## config.mk

```make
export PLATFORM = sky130hd
export DESIGN_NAME = prot_region_cfg
export DESIGN_NICKNAME = d
export VERILOG_FILES = /design/src/rtl/prc_pkg.sv /design/src/rtl/prc_cfg_legalize.sv /design/src/rtl/prc_entry.sv /design/src/rtl/prot_region_cfg.sv
export SDC_FILE = /design/constraint.sdc
export NUM_CORES = 1
export LEC_CHECK = 0
export CELL_PAD_IN_SITES_DETAIL_PLACEMENT = 0
export CELL_PAD_IN_SITES_GLOBAL_PLACEMENT = 1
export CORE_MARGIN = 10
export CORE_UTILIZATION = 25
export DETAILED_ROUTE_END_ITERATION = 7
export GPL_ROUTABILITY_DRIVEN = 0
export PLACE_DENSITY_LB_ADDON = 0.3
export SYNTH_ARGS = -nofsm -noshare
export SYNTH_HDL_FRONTEND = slang
export SYNTH_SLANG_ARGS = --single-unit
export TNS_END_PERCENT = 100
```

## constraint.sdc

```tcl
create_clock -name clk -period 4.75 [get_ports clk]
set_clock_uncertainty 0.1 [all_clocks]
set_input_delay 0.475 -clock clk [delete_from_list [all_inputs] [get_ports clk]]
set_output_delay 0.475 -clock clk [all_outputs]
set_load 0.03 [all_outputs]
```

## src/rtl/prc_pkg.sv

```systemverilog
`timescale 1ns/1ps
package prc_pkg;

   localparam int CFG_BITS = 8;

   typedef enum logic [1:0] {
      AM_OFF   = 2'd0,
      AM_TOR   = 2'd1,
      AM_NA4   = 2'd2,
      AM_NAPOT = 2'd3
   } amode_e;

   // bit order is behaviour: the access checker decodes these positions
   typedef struct packed {
      logic       lock;   // 7
      logic [1:0] rsvd;   // 6:5
      amode_e     amode;  // 4:3
      logic       x;      // 2
      logic       w;      // 1
      logic       r;      // 0
   } cfg_t;

endpackage

```

## src/rtl/prc_cfg_legalize.sv

```systemverilog
`timescale 1ns/1ps
module prc_cfg_legalize
   import prc_pkg::*;
#(
   parameter int GRAIN_LOG2 = 2
) (
   input  cfg_t wr_val,
   output cfg_t legal_val,
   output logic keep_amode
);

   localparam bit NA4_OK = (GRAIN_LOG2 == 2);

   always_comb begin
      legal_val      = wr_val;
      legal_val.rsvd = '0;
      if (!wr_val.r) begin
         legal_val.w = 1'b0;
      end
   end

   generate
      if (NA4_OK) begin : g_na4_allowed
         assign keep_amode = 1'b0;
      end else begin : g_na4_blocked
         assign keep_amode = (wr_val.amode == AM_NA4);
      end
   endgenerate

   always_comb begin
      assert (legal_val.rsvd == 2'b00) else $error("AST_LEGAL_RSVD");
      assert (!(legal_val.w && !legal_val.r)) else $error("AST_LEGAL_WNR");
   end

endmodule

```

## src/rtl/prc_entry.sv

```systemverilog
`timescale 1ns/1ps
module prc_entry
   import prc_pkg::*;
#(
   parameter int XLEN       = 32,
   parameter int GRAIN_LOG2 = 2
) (
   input  logic            clk,
   input  logic            rst_n,
   input  logic            cfg_we,
   input  cfg_t            cfg_wdata,
   input  logic            addr_we,
   input  logic [XLEN-1:0] addr_wdata,
   input  logic            next_tor_lock,
   output cfg_t            cfg_q,
   output logic [XLEN-1:0] addr_q,
   output logic            tor_lock
);

   cfg_t legal;
   cfg_t cfg_d;
   logic keep_amode;
   logic cfg_upd;
   logic addr_upd;

   prc_cfg_legalize #(
      .GRAIN_LOG2 (GRAIN_LOG2)
   ) u_legal (
      .wr_val     (cfg_wdata),
      .legal_val  (legal),
      .keep_amode (keep_amode)
   );

   always_comb begin
      cfg_d = legal;
      if (keep_amode) begin
         cfg_d.amode = cfg_q.amode;
      end
   end

   assign cfg_upd  = cfg_we  & ~cfg_q.lock;
   assign addr_upd = addr_we & ~cfg_q.lock & ~next_tor_lock;
   assign tor_lock = cfg_q.lock & (cfg_q.amode == AM_TOR);

   always_ff @(posedge clk or negedge rst_n) begin
      if (!rst_n) begin
         cfg_q <= '0;
      end else if (cfg_upd) begin
         cfg_q <= cfg_d;
      end
   end

   always_ff @(posedge clk or negedge rst_n) begin
      if (!rst_n) begin
         addr_q <= '0;
      end else if (addr_upd) begin
         addr_q <= addr_wdata;
      end
   end

   AST_RSVD_ZERO: assert property (@(posedge clk) disable iff (!rst_n)
      cfg_q.rsvd == 2'b00);
   AST_NO_W_WITHOUT_R: assert property (@(posedge clk) disable iff (!rst_n)
      !(cfg_q.w && !cfg_q.r));
   AST_LOCKED_FROZEN: assert property (@(posedge clk) disable iff (!rst_n)
      cfg_q.lock |=> $stable(cfg_q) && $stable(addr_q));
   AST_LOCK_STICKY: assert property (@(posedge clk) disable iff (!rst_n)
      cfg_q.lock |=> cfg_q.lock);
   AST_TOR_PREV_FROZEN: assert property (@(posedge clk) disable iff (!rst_n)
      next_tor_lock |=> $stable(addr_q));
   AST_CFG_WRITE_LANDS: assert property (@(posedge clk) disable iff (!rst_n)
      cfg_we && !cfg_q.lock |=> cfg_q.r == $past(cfg_wdata.r)
                              && cfg_q.x == $past(cfg_wdata.x)
                              && cfg_q.lock == $past(cfg_wdata.lock));
   AST_ADDR_WRITE_LANDS: assert property (@(posedge clk) disable iff (!rst_n)
      addr_we && !cfg_q.lock && !next_tor_lock |=> addr_q == $past(addr_wdata));

   generate
      if (GRAIN_LOG2 > 2) begin : g_chk_na4
         AST_NO_NA4: assert property (@(posedge clk) disable iff (!rst_n)
            cfg_q.amode != AM_NA4);
      end
   endgenerate

endmodule

```

## src/rtl/prot_region_cfg.sv

```systemverilog
`timescale 1ns/1ps
module prot_region_cfg
   import prc_pkg::*;
#(
   parameter int NUM_ENTRIES = 8,
   parameter int XLEN        = 32,
   parameter int GRAIN_LOG2  = 2,
   localparam int EPW        = XLEN / CFG_BITS,
   localparam int NUM_WORDS  = (NUM_ENTRIES + EPW - 1) / EPW,
   localparam int IDX_W      = (NUM_ENTRIES > 1) ? $clog2(NUM_ENTRIES) : 1
) (
   input  logic                          clk,
   input  logic                          rst_n,
   input  logic                          wr_en,
   input  logic                          wr_is_cfg,
   input  logic [IDX_W-1:0]              wr_idx,
   input  logic [XLEN-1:0]               wr_data,
   input  logic                          rd_is_cfg,
   input  logic [IDX_W-1:0]              rd_idx,
   output logic [XLEN-1:0]               rd_data,
   output logic [NUM_ENTRIES*CFG_BITS-1:0] cfg_flat,
   output logic [NUM_ENTRIES*XLEN-1:0]   addr_flat
);

   generate
      if (NUM_ENTRIES < 1) begin : g_bad_count
         $error("NUM_ENTRIES must be at least 1");
      end
      if ((XLEN % CFG_BITS) != 0 || XLEN < CFG_BITS) begin : g_bad_xlen
         $error("XLEN must be a positive multiple of 8");
      end
      if (GRAIN_LOG2 < 2) begin : g_bad_grain
         $error("GRAIN_LOG2 must be at least 2");
      end
   endgenerate

   cfg_t            cfg_q    [NUM_ENTRIES];
   logic [XLEN-1:0] addr_q   [NUM_ENTRIES];
   logic [NUM_ENTRIES-1:0] tor_lock;
   logic [NUM_ENTRIES-1:0] nxt_lock;
   logic [NUM_ENTRIES-1:0] addr_we;
   logic [XLEN-1:0] cfg_words [NUM_WORDS];

   genvar gi, gw, gl;
   generate
      for (gi = 0; gi < NUM_ENTRIES; gi++) begin : g_entry
         logic cfg_we;
         assign cfg_we      = wr_en & wr_is_cfg  & (wr_idx == IDX_W'(gi / EPW));
         assign addr_we[gi] = wr_en & ~wr_is_cfg & (wr_idx == IDX_W'(gi));

         if (gi == NUM_ENTRIES - 1) begin : g_top
            assign nxt_lock[gi] = 1'b0;
         end else begin : g_mid
            assign nxt_lock[gi] = tor_lock[gi+1];
         end

         prc_entry #(
            .XLEN       (XLEN),
            .GRAIN_LOG2 (GRAIN_LOG2)
         ) u_entry (
            .clk           (clk),
            .rst_n         (rst_n),
            .cfg_we        (cfg_we),
            .cfg_wdata     (cfg_t'(wr_data[(gi % EPW)*CFG_BITS +: CFG_BITS])),
            .addr_we       (addr_we[gi]),
            .addr_wdata    (wr_data),
            .next_tor_lock (nxt_lock[gi]),
            .cfg_q         (cfg_q[gi]),
            .addr_q        (addr_q[gi]),
            .tor_lock      (tor_lock[gi])
         );

         assign cfg_flat[gi*CFG_BITS +: CFG_BITS] = cfg_q[gi];
         assign addr_flat[gi*XLEN +: XLEN]        = addr_q[gi];
      end

      for (gw = 0; gw < NUM_WORDS; gw++) begin : g_word
         for (gl = 0; gl < EPW; gl++) begin : g_lane
            if (gw * EPW + gl < NUM_ENTRIES) begin : g_used
               assign cfg_words[gw][gl*CFG_BITS +: CFG_BITS] = cfg_q[gw*EPW + gl];
            end else begin : g_pad
               assign cfg_words[gw][gl*CFG_BITS +: CFG_BITS] = '0;
            end
         end
      end
   endgenerate

   always_comb begin
      rd_data = '0;
      if (rd_is_cfg) begin
         for (int w = 0; w < NUM_WORDS; w++) begin
            if (rd_idx == IDX_W'(w)) begin
               rd_data = cfg_words[w];
            end
         end
      end else begin
         for (int e = 0; e < NUM_ENTRIES; e++) begin
            if (rd_idx == IDX_W'(e)) begin
               rd_data = addr_q[e];
            end
         end
      end
   end

   generate
      if (NUM_ENTRIES > 2) begin : g_chk_e0
         // region 0 locked in top-of-range mode must not shield region 1
         AST_E0_LOCKS_NOTHING_BELOW: assert property (@(posedge clk) disable iff (!rst_n)
            tor_lock[0] && addr_we[1] && !cfg_q[1].lock && !tor_lock[2]
            |=> addr_q[1] == $past(wr_data));
      end
   endgenerate

endmodule

```

Yosys cells after proc, flatten, opt, wreduce, memory -nomap -nowiden
Cells that the tools add are included.
{"block": "totals", "reg_bits": 304, "latch_bits": 0, "ramBits": 0, "romBits": 0, "output_inout_bits": 352, "elab_cells": 144, "memories": 0}
{"block": "classes", "add_sub_neg": 0, "n_mul": 0, "n_div": 0, "order_cmp": 0, "eq_ne": 21, "shift": 0, "mux": 15, "n_bitwise": 58, "reduce_logical": 2}
{"op": "two-way mux 32 bit", "count": 11}
{"op": "AND 1 bit", "count": 42}
{"op": "equality test 3 bit (second input constant)", "count": 8}
{"op": "NOT 1 bit", "count": 16}
{"op": "equality test 2 x 1 -> 1 bit (second input constant)", "count": 7}
{"op": "equality test 3 x 2 -> 1 bit (second input constant)", "count": 4}
{"op": "equality test 3 x 1 -> 1 bit (second input constant)", "count": 2}
{"op": "zero test 3 bit", "count": 2}
{"op": "two-way mux 1 bit", "count": 4}

Longest topological paths before layout
Gate-level depths: netlist (run 1).
{"block": "depth", "depth_word": 10, "ltp_mapped": 8}

Hierarchy
Synthesis (run 1) repeated with hierarchy kept, for this count alone.
{"block": "hier_totals", "hier_cells": 1237, "hier_area_um2": 15900.2}
{"module": "prc_entry", "instances": 8, "cells_each": 87, "area_per_inst_um2": 1522.7, "seq_area_each_um2": 1001.0}
{"module": "prot_region_cfg", "instances": 1, "cells_each": 461, "area_per_inst_um2": 3158.0, "seq_area_each_um2": 0.0}
{"module": "prc_cfg_legalize", "instances": 8, "cells_each": 10, "area_per_inst_um2": 70.1, "seq_area_each_um2": 0.0}

Worst setup path before layout (run 1)
OpenSTA, ideal clock, no wires.
{"block": "synth_timing", "path_type": "input to output", "start": "input rd_idx[1]", "end": "output rd_data[26]", "arrival_time_ns": 2.225, "required_ns": 4.175, "path_slack_ns": 1.950, "stages": 7, "n_path_buf": 3, "path_cell_list": "buf_2 > buf_2 > buf_2 > nand3b_1 > o21a_1 > o221a_2 > a211oi_1"}
{"block": "synth_via", "elab_chain_len": 10, "elab_cells_between_ends": 19, "cone_classes": "eq/ne (7); mux (11); reduce/logical (1)"}
{"item": "start, declared", "line": "prot_region_cfg.sv:19", "rtl": "input logic [IDX_W-1:0] rd_idx,"}
{"item": "zero test 3 bit", "line": "prot_region_cfg.sv:92, prot_region_cfg.sv:98"}
{"item": "two-way mux 32 bit (8 in a row)", "line": "prot_region_cfg.sv:98", "rtl": "if (rd_idx == IDX_W'(e)) begin"}
{"item": "two-way mux 32 bit (*)", "line": "prot_region_cfg.sv:90", "rtl": "if (rd_is_cfg) begin"}
{"item": "end, declared", "line": "prot_region_cfg.sv:20", "rtl": "output logic [XLEN-1:0] rd_data,"}
Mark *: on every way between the ends. The rest lies on a longest branch, timed or not.

Worst setup path in the final report (run 1)
Ends and elaborated chain as after synthesis.

==> results of run 1 <==
[routing by layer]
metal  vias to the layer above  wire length (um)  part of all wire, %
met1                      5725             26500                   43
met2                       348             29100                   47
met4                         8              1270                  2.1
li1                       4838                 -                    -
met3                        79              4860                  7.9
met5                         -                46                0.074
[cell type report]
class | count | area share (%)
Antenna cell | 1 | 0.0122
Timing Repair Buffer | 404 | 19.4
Multi-Input combinational cell | 717 | 32.2
Sequential cell | 304 | 37.0
Clock buffer | 58 | 5.65
Inverter | 22 | 0.402
Tap cell | 773 | 4.71
Clock inverter | 9 | 0.615
[worst max-delay path, delay by kind of cell]
family | cells | cell delay (ns)
buffers and inverters | 3 | 1.69
AO/OA/AOI/OAI | 3 | 0.66
AND/OR/NAND/NOR | 1 | 0.14
[cells in the mapped netlist, drive strengths merged, types with 14 or more instances]
cell | n | area share (%)
mux2 | 312 | 25
nand2 | 25 | 0.64
o21ai | 60 | 2.0
inv | 22 | 0.56
nand2b | 17 | 0.72
nand3 | 14 | 0.47
o22ai | 22 | 0.93
mux2i | 50 | 3.4
a21oi | 38 | 1.3
buf | 85 | 3.2
a211oi | 20 | 1.0
clkbuf | 29 | 0.74
dfrtp | 304 | 51
nor2 | 26 | 0.66
[what timing repair did]
action                                 in CTS  in global routing
endpoints found under the hold margin      92                  0
hold buffers                                1                  0
resized for setup                           0                  0
[report_power, final]
part,switching [mW],internal [mW],total [mW]
registers,0.642,3.25,3.89
clock network,1.17,1.84,3.01
logic,2.44,1.96,4.40
total,4.24,7.06,11.3
[cells in the final DEF, fill, tap and decap left out, types with 11 or more instances in the layout]
| cell | instances |
|---|---|
| sky130_fd_sc_hd__a211oi_1 | 20 |
| sky130_fd_sc_hd__o21ai_1 | 12 |
| sky130_fd_sc_hd__dfrtp_1 | 304 |
| sky130_fd_sc_hd__clkbuf_16 | 41 |
| sky130_fd_sc_hd__a22o_1 | 13 |
| sky130_fd_sc_hd__o21a_1 | 11 |
| sky130_fd_sc_hd__inv_1 | 20 |
| sky130_fd_sc_hd__nand3b_1 | 13 |
| sky130_fd_sc_hd__o22ai_1 | 22 |
| sky130_fd_sc_hd__mux2_4 | 60 |
| sky130_fd_sc_hd__a221oi_1 | 13 |
| sky130_fd_sc_hd__nand2b_1 | 16 |
| sky130_fd_sc_hd__buf_4 | 29 |
| sky130_fd_sc_hd__nor2_1 | 26 |
| sky130_fd_sc_hd__a21oi_1 | 38 |
| sky130_fd_sc_hd__mux2i_1 | 50 |
| sky130_fd_sc_hd__nand3_1 | 12 |
| sky130_fd_sc_hd__nand2_1 | 22 |
| sky130_fd_sc_hd__clkdlybuf4s50_1 | 368 |
| sky130_fd_sc_hd__mux2_2 | 248 |
| sky130_fd_sc_hd__conb_1 | 16 |
| sky130_fd_sc_hd__o21ai_0 | 48 |
[flip-flops by register name, indices dropped and copies added, names as in the netlist]
register	count
g_entry.u_entry.addr_q	256
g_entry.u_entry.cfg_q	48
[worst paths after layout]
path / startpoint / endpoint / slack, ns / depth (start not counted)
min in group asynchronous: rst_n / g_entry[3].u_entry.addr_q[9] / 0.46 / 2
worst min-delay path: g_entry[1].u_entry.addr_q[24] / g_entry[1].u_entry.addr_q[24] / 0.42 / 1
worst max-delay path: rd_idx[1] / rd_data[26] / 1.15 / 7
max in group asynchronous: rst_n / g_entry[7].u_entry.addr_q[12] / 2.93 / 3
worst max register to register: g_entry[2].u_entry.cfg_q[7] / g_entry[1].u_entry.addr_q[3] / 2.34 / 4
worst min register to register: g_entry[1].u_entry.addr_q[24] / g_entry[1].u_entry.addr_q[24] / 0.42 / 1
[kinds of logic (layout without fill, tap and decap cells)]
group	after synthesis	in the layout	share of synthesized area (%)
AO/OA/AOI/OAI	217	217	9.76
AND/OR/NAND/NOR	112	112	4.01
flip-flops	304	304	51.5
multiplexers	372	372	30.2
buffers and inverters	136	493	4.50
other	1	17	0.0254
[stage by stage]
step / setup slack, ns / std cells / util (%)
CTS: 1.12 / 2287 / 34.9
finish: 1.15 / 2288 / 34.9
detailed placement: 1.13 / 2219 / 32.7
global placement: 1.15 / 2219 / 32.7
global route: 0.998 / 2288 / 34.9
floorplan: 1.95 / 1157 / -
==> results.json, run 1 <==
{
  "outcome": "finished clean",
  "boundaryPins": 395,
  "first_global_vias": 11900,
  "die_w_um": 263,
  "pin_slew_with_the_least_headroom_to_its_limit_ns": 1.01,
  "timing_worst_setup_path_type": "input port to primary output",
  "multi_input_area_mm2": 0.00662,
  "global_route_track_usage_on_met1_pct": 21.4,
  "worstPathRequired_ns": 4.18,
  "maximum_single_stage_delay_on_the_critical_path_ns": 0.74,
  "vias_per_cell": 4.81,
  "floorplan.core_area_mm2": 0.0588,
  "gr-usage-all-layers_pct": 17.3,
  "share_of_the_yosys_chip_area_belonging_to_registers_pct": 51.5,
  "overflow": 0,
  "final-seq-area_mm2": 0.00761,
  "nNetsFinal": 1531,
  "clock_buffers_created_by_tritoncts": 39,
  "worst_vdd_ir_mv": 0.232,
  "slew_violations": 0,
  "drt_iter0_markers": 594,
  "place.detailed.hpwl_um": 42800,
  "startpoint_type": "input port",
  "crit_path_end_kind": "primary output",
  "placed_area_mm2": 0.0192,
  "synthesis.instances": 1142,
  "worst_skew_pair.late_latency_ns": 0.55,
  "fin_crit_sh_pct": 75.8,
  "final.hold.worst_slack_ns": 0.424,
  "timing.final.crit_period_ns": 3.60,
  "drc": 0,
  "power_leakage_nw": 8.76,
  "n_fill_cell": 5865,
  "post_cts.repair.setup_buffers": 0,
  "port_buffers": 378,
  "maxCapViolations": 0,
  "post_drt_wl_per_cell_um": 27.0,
  "hold_violations": 0,
  "tritoncts": "yes",
  "setup_viol": 0,
  "growth_of_design_area_from_synthesis_to_finish_pct": 39.0,
  "detailedRoute.firstPassIterationCount": 5,
  "ys_async_sr_fraction_pct": 100,
  "clkSinkCount": 304,
  "yosys.cell_types.count": 40,
  "synth.ff_latch_count": 304,
  "pin_count_of_the_biggest_net_entering_global_routing": 98,
  "clock.fmax_mhz": 278,
  "cts.root.buffer_cell": "sky130_fd_sc_hd__clkbuf_16",
  "critical_path_arrival_ns": 3.03,
  "grt_setup_unrepaired": "false",
  "synth_area_mm2": 0.0148,
  "ant_nets": 0,
  "clk_pin_slew_ns": 0.05,
  "core.rowCount": 89,
  "first_pass_grt_wire_length_um": 89400,
  "synth_warnings": 0,
  "vertical_die_dimension_um": 263,
  "avg_synthesized_cell_area_um2": 12.9,
  "cts-root-to-sink-buffers": 3,
  "list_of_cells_traversed_by_the_critical_path": "buf_6, buf_4, nand3b_1, o21a_1, o221a_2, a211oi_1, clkdlybuf4s50_1",
  "global_route.peak_usage_layer": "met2",
  "postSynth.topFlopCell": "sky130_fd_sc_hd__dfrtp_1",
  "initial_utilization_pct": 25.1,
  "class_of_the_tightest_hold_or_removal_check": "flip-flop to flip-flop",
  "total_power_mw": 11.3,
  "die-area_mm2": 0.0692,
  "use_met2_pct": 28.4,
  "num_vias": 11000,
  "htree_num_levels": 2,
  "power.density_mw_per_mm2": 550,
  "wl_um": 61800,
  "grt_util_met3_pct": 5.98,
  "synth_enable_flop_cells": 0,
  "crit_path_top_delay_cell": "sky130_fd_sc_hd__clkdlybuf4s50_1",
  "timing.critical_path.fanout_max": 51,
  "drive_gt1_share_pct": 28.1,
  "antenna_found_initial": 5,
  "finalInstanceArea_mm2": 0.0205,
  "setup_total_negative_slack_ns": 0,
  "timing.slew.headroom_pct": 32.5
}
Note: power is estimated with default switching activity, not from simulation.
==> run 2, diff against run 1 <==
==> constraint.sdc (replaced) <==
create_clock -name clk -period 3.34 [get_ports clk]
set_clock_uncertainty 0.1 [all_clocks]
set_input_delay 0.334 -clock clk [delete_from_list [all_inputs] [get_ports clk]]
set_output_delay 0.334 -clock clk [all_outputs]
set_load 0.03 [all_outputs]
==> run 2 against run 1 <==
Net effect: register-to-register slack worse by 1.3 ns; highest routed layer unchanged; design area is 1.6% higher; clock-buffer cell count did not move; non-clock buffer count is 19 higher; die area unchanged; total power rose by 43%; hold slack got worse by 0.27 ns; sequential share of layout area is 0.57 points lower; routed wire length shrank 0.53%; critical endpoint unchanged.
==> results.json, run 2 (synthesized netlist as in run 1, its figures left out) <==
{
  "ant_nets": 0,
  "n_fill_cell": 5865,
  "tritoncts": "yes",
  "wl_um": 61500,
  "die-area_mm2": 0.0692,
  "post_drt_wl_per_cell_um": 26.6,
  "antenna_found_initial": 1,
  "slew_violations": 0,
  "timing.slew.headroom_pct": 34.4,
  "pin_slew_with_the_least_headroom_to_its_limit_ns": 0.984,
  "port_buffers": 378,
  "placement.setup.worst_slack_ns": 0.341,
  "worstPathRequired_ns": 2.91,
  "clock.fmax_mhz": 327,
  "setup_total_negative_slack_ns": 0,
  "nNetsFinal": 1550,
  "die_w_um": 263,
  "finalInstanceArea_mm2": 0.0209,
  "power_leakage_nw": 8.93,
  "post_cts.resized_instances": 0,
  "overflow": 0,
  "clkSinkCount": 304,
  "drive_gt1_share_pct": 29.5,
  "growth_of_design_area_from_synthesis_to_finish_pct": 41.2,
  "most-common-layout-cells": "sky130_fd_sc_hd__clkdlybuf4s50_1 (360), sky130_fd_sc_hd__dfrtp_1 (304), sky130_fd_sc_hd__mux2_2 (248)",
  "registers.top_by_ff_count": "g_entry.u_entry.addr_q",
  "placed_area_mm2": 0.0195,
  "gr-usage-all-layers_pct": 17.3,
  "mostFrequentLayoutCell": "sky130_fd_sc_hd__clkdlybuf4s50_1",
  "timing.final.crit_period_ns": 3.05,
  "pin_count_of_the_biggest_net_entering_global_routing": 126,
  "core.rowCount": 89,
  "crit_path_end_kind": "primary output",
  "final.hold.worst_slack_ns": 0.155,
  "holdBufCountCts": 1,
  "fin_ws_ns": 0.286,
  "met2_wirelength_um": 29300,
  "cts-root-to-sink-buffers": 3,
  "first_global_vias": 12100,
  "boundaryPins": 395,
  "outcome": "finished clean",
  "clock_buffers_created_by_tritoncts": 39,
  "critical_path_arrival_ns": 2.62,
  "drc": 0,
  "grt_setup_unrepaired": "false",
  "htree_num_levels": 2,
  "cts.root.buffer_cell": "sky130_fd_sc_hd__clkbuf_16",
  "initial_utilization_pct": 25.1,
  "met3RoutedLength_um": 4690,
  "worst_skew_pair.late_latency_ns": 0.55,
  "fin_crit_sh_pct": 91.4,
  "m1WireLength_um": 26200,
  "route.top_layer_used": "met5",
  "num_vias": 11100,
  "detailedRoute.firstPassIterationCount": 4,
  "hold_violations": 0,
  "class_of_the_tightest_hold_or_removal_check": "input port to async pin",
  "worst_vdd_ir_mv": 0.482,
  "timing.critical_path.fanout_max": 3,
  "largest_register_ff_count": 256,
  "startpoint_type": "flip-flop",
  "clk_pin_slew_ns": 0.06,
  "maxCapViolations": 0,
  "biggestRegsByFlops": "g_entry.u_entry.addr_q: 256 flops, g_entry.u_entry.cfg_q: 48 flops",
  "vertical_die_dimension_um": 263,
  "drt_iter0_markers": 641,
  "place.detailed.hpwl_um": 43400,
  "vias_per_cell": 4.80,
  "first_pass_grt_wire_length_um": 89500,
  "timing_worst_setup_path_type": "flip-flop to primary output",
  "floorplan.core_area_mm2": 0.0588,
  "power.density_mw_per_mm2": 776,
  "setup_viol": 0,
  "post_cts.repair.setup_buffers": 0,
  "post-route-util_pct": 35.5
}
==> run 2: cell type report <==
type,count,area [um^2],area share (%)
Multi-Input combinational cell,717,6620,31.7
Clock buffer,58,1150,5.51
Timing Repair Buffer,423,4280,20.5
Clock inverter,10,155,0.744
Tap cell,773,967,4.64
Inverter,22,82.6,0.396
Antenna cell,3,7.51,0.0360
Sequential cell,304,7610,36.5
==> run 2: path summary, 6_finish.rpt <==
path                                                from                             to  slack (ns)  cells past startpoint
min in group clk           g_entry[1].u_entry.addr_q[16]  g_entry[1].u_entry.addr_q[16]        0.42                      1
max                          g_entry[7].u_entry.cfg_q[2]                    rd_data[26]        0.29                      6
min                                                rst_n   g_entry[5].u_entry.addr_q[9]        0.16                      2
max reg2reg                  g_entry[4].u_entry.cfg_q[7]  g_entry[4].u_entry.addr_q[18]        1.05                      3
min reg2reg                g_entry[1].u_entry.addr_q[16]  g_entry[1].u_entry.addr_q[16]        0.42                      1
max in group asynchronous                          rst_n  g_entry[4].u_entry.addr_q[29]        1.90                      3
==> run 2: metrics by stage <==
step / total power, mW / std cells
after detailed placement: 12.0 / 2238
after global routing: 16.9 / 2307
after floorplan: 8.88 / 1157
after CTS: 16.4 / 2307
final: 16.2 / 2310
after global placement: 11.9 / 2238
==> run 2: power by group <==
| group | internal (mW) | leakage (nW) | switching [mW] |
|---|---|---|---|
| logic | 2.82 | 4.55 | 3.49 |
| registers | 4.62 | 3.74 | 0.903 |
| clock network | 2.68 | 0.634 | 1.68 |
| total | 10.1 | 8.93 | 6.07 |
==> run 2: metal layers <==
metal | global-route usage (%) | vias to the layer above
met3 | 5.70 | 62
li1 | - | 4903
met1 | 21.5 | 5785
met4 | 3.77 | 2
met2 | 28.6 | 339
met5 | 0 | -
==> run 2: worst max-delay path: stages (launching register included) <==
cell and delay, ns:
sky130_fd_sc_hd__dfrtp_1 0.38, sky130_fd_sc_hd__mux2i_1 0.19, sky130_fd_sc_hd__o21ai_0 0.25, sky130_fd_sc_hd__buf_4 0.14, sky130_fd_sc_hd__o21ai_0 0.08, sky130_fd_sc_hd__a211oi_1 0.30, sky130_fd_sc_hd__clkdlybuf4s50_1 0.74
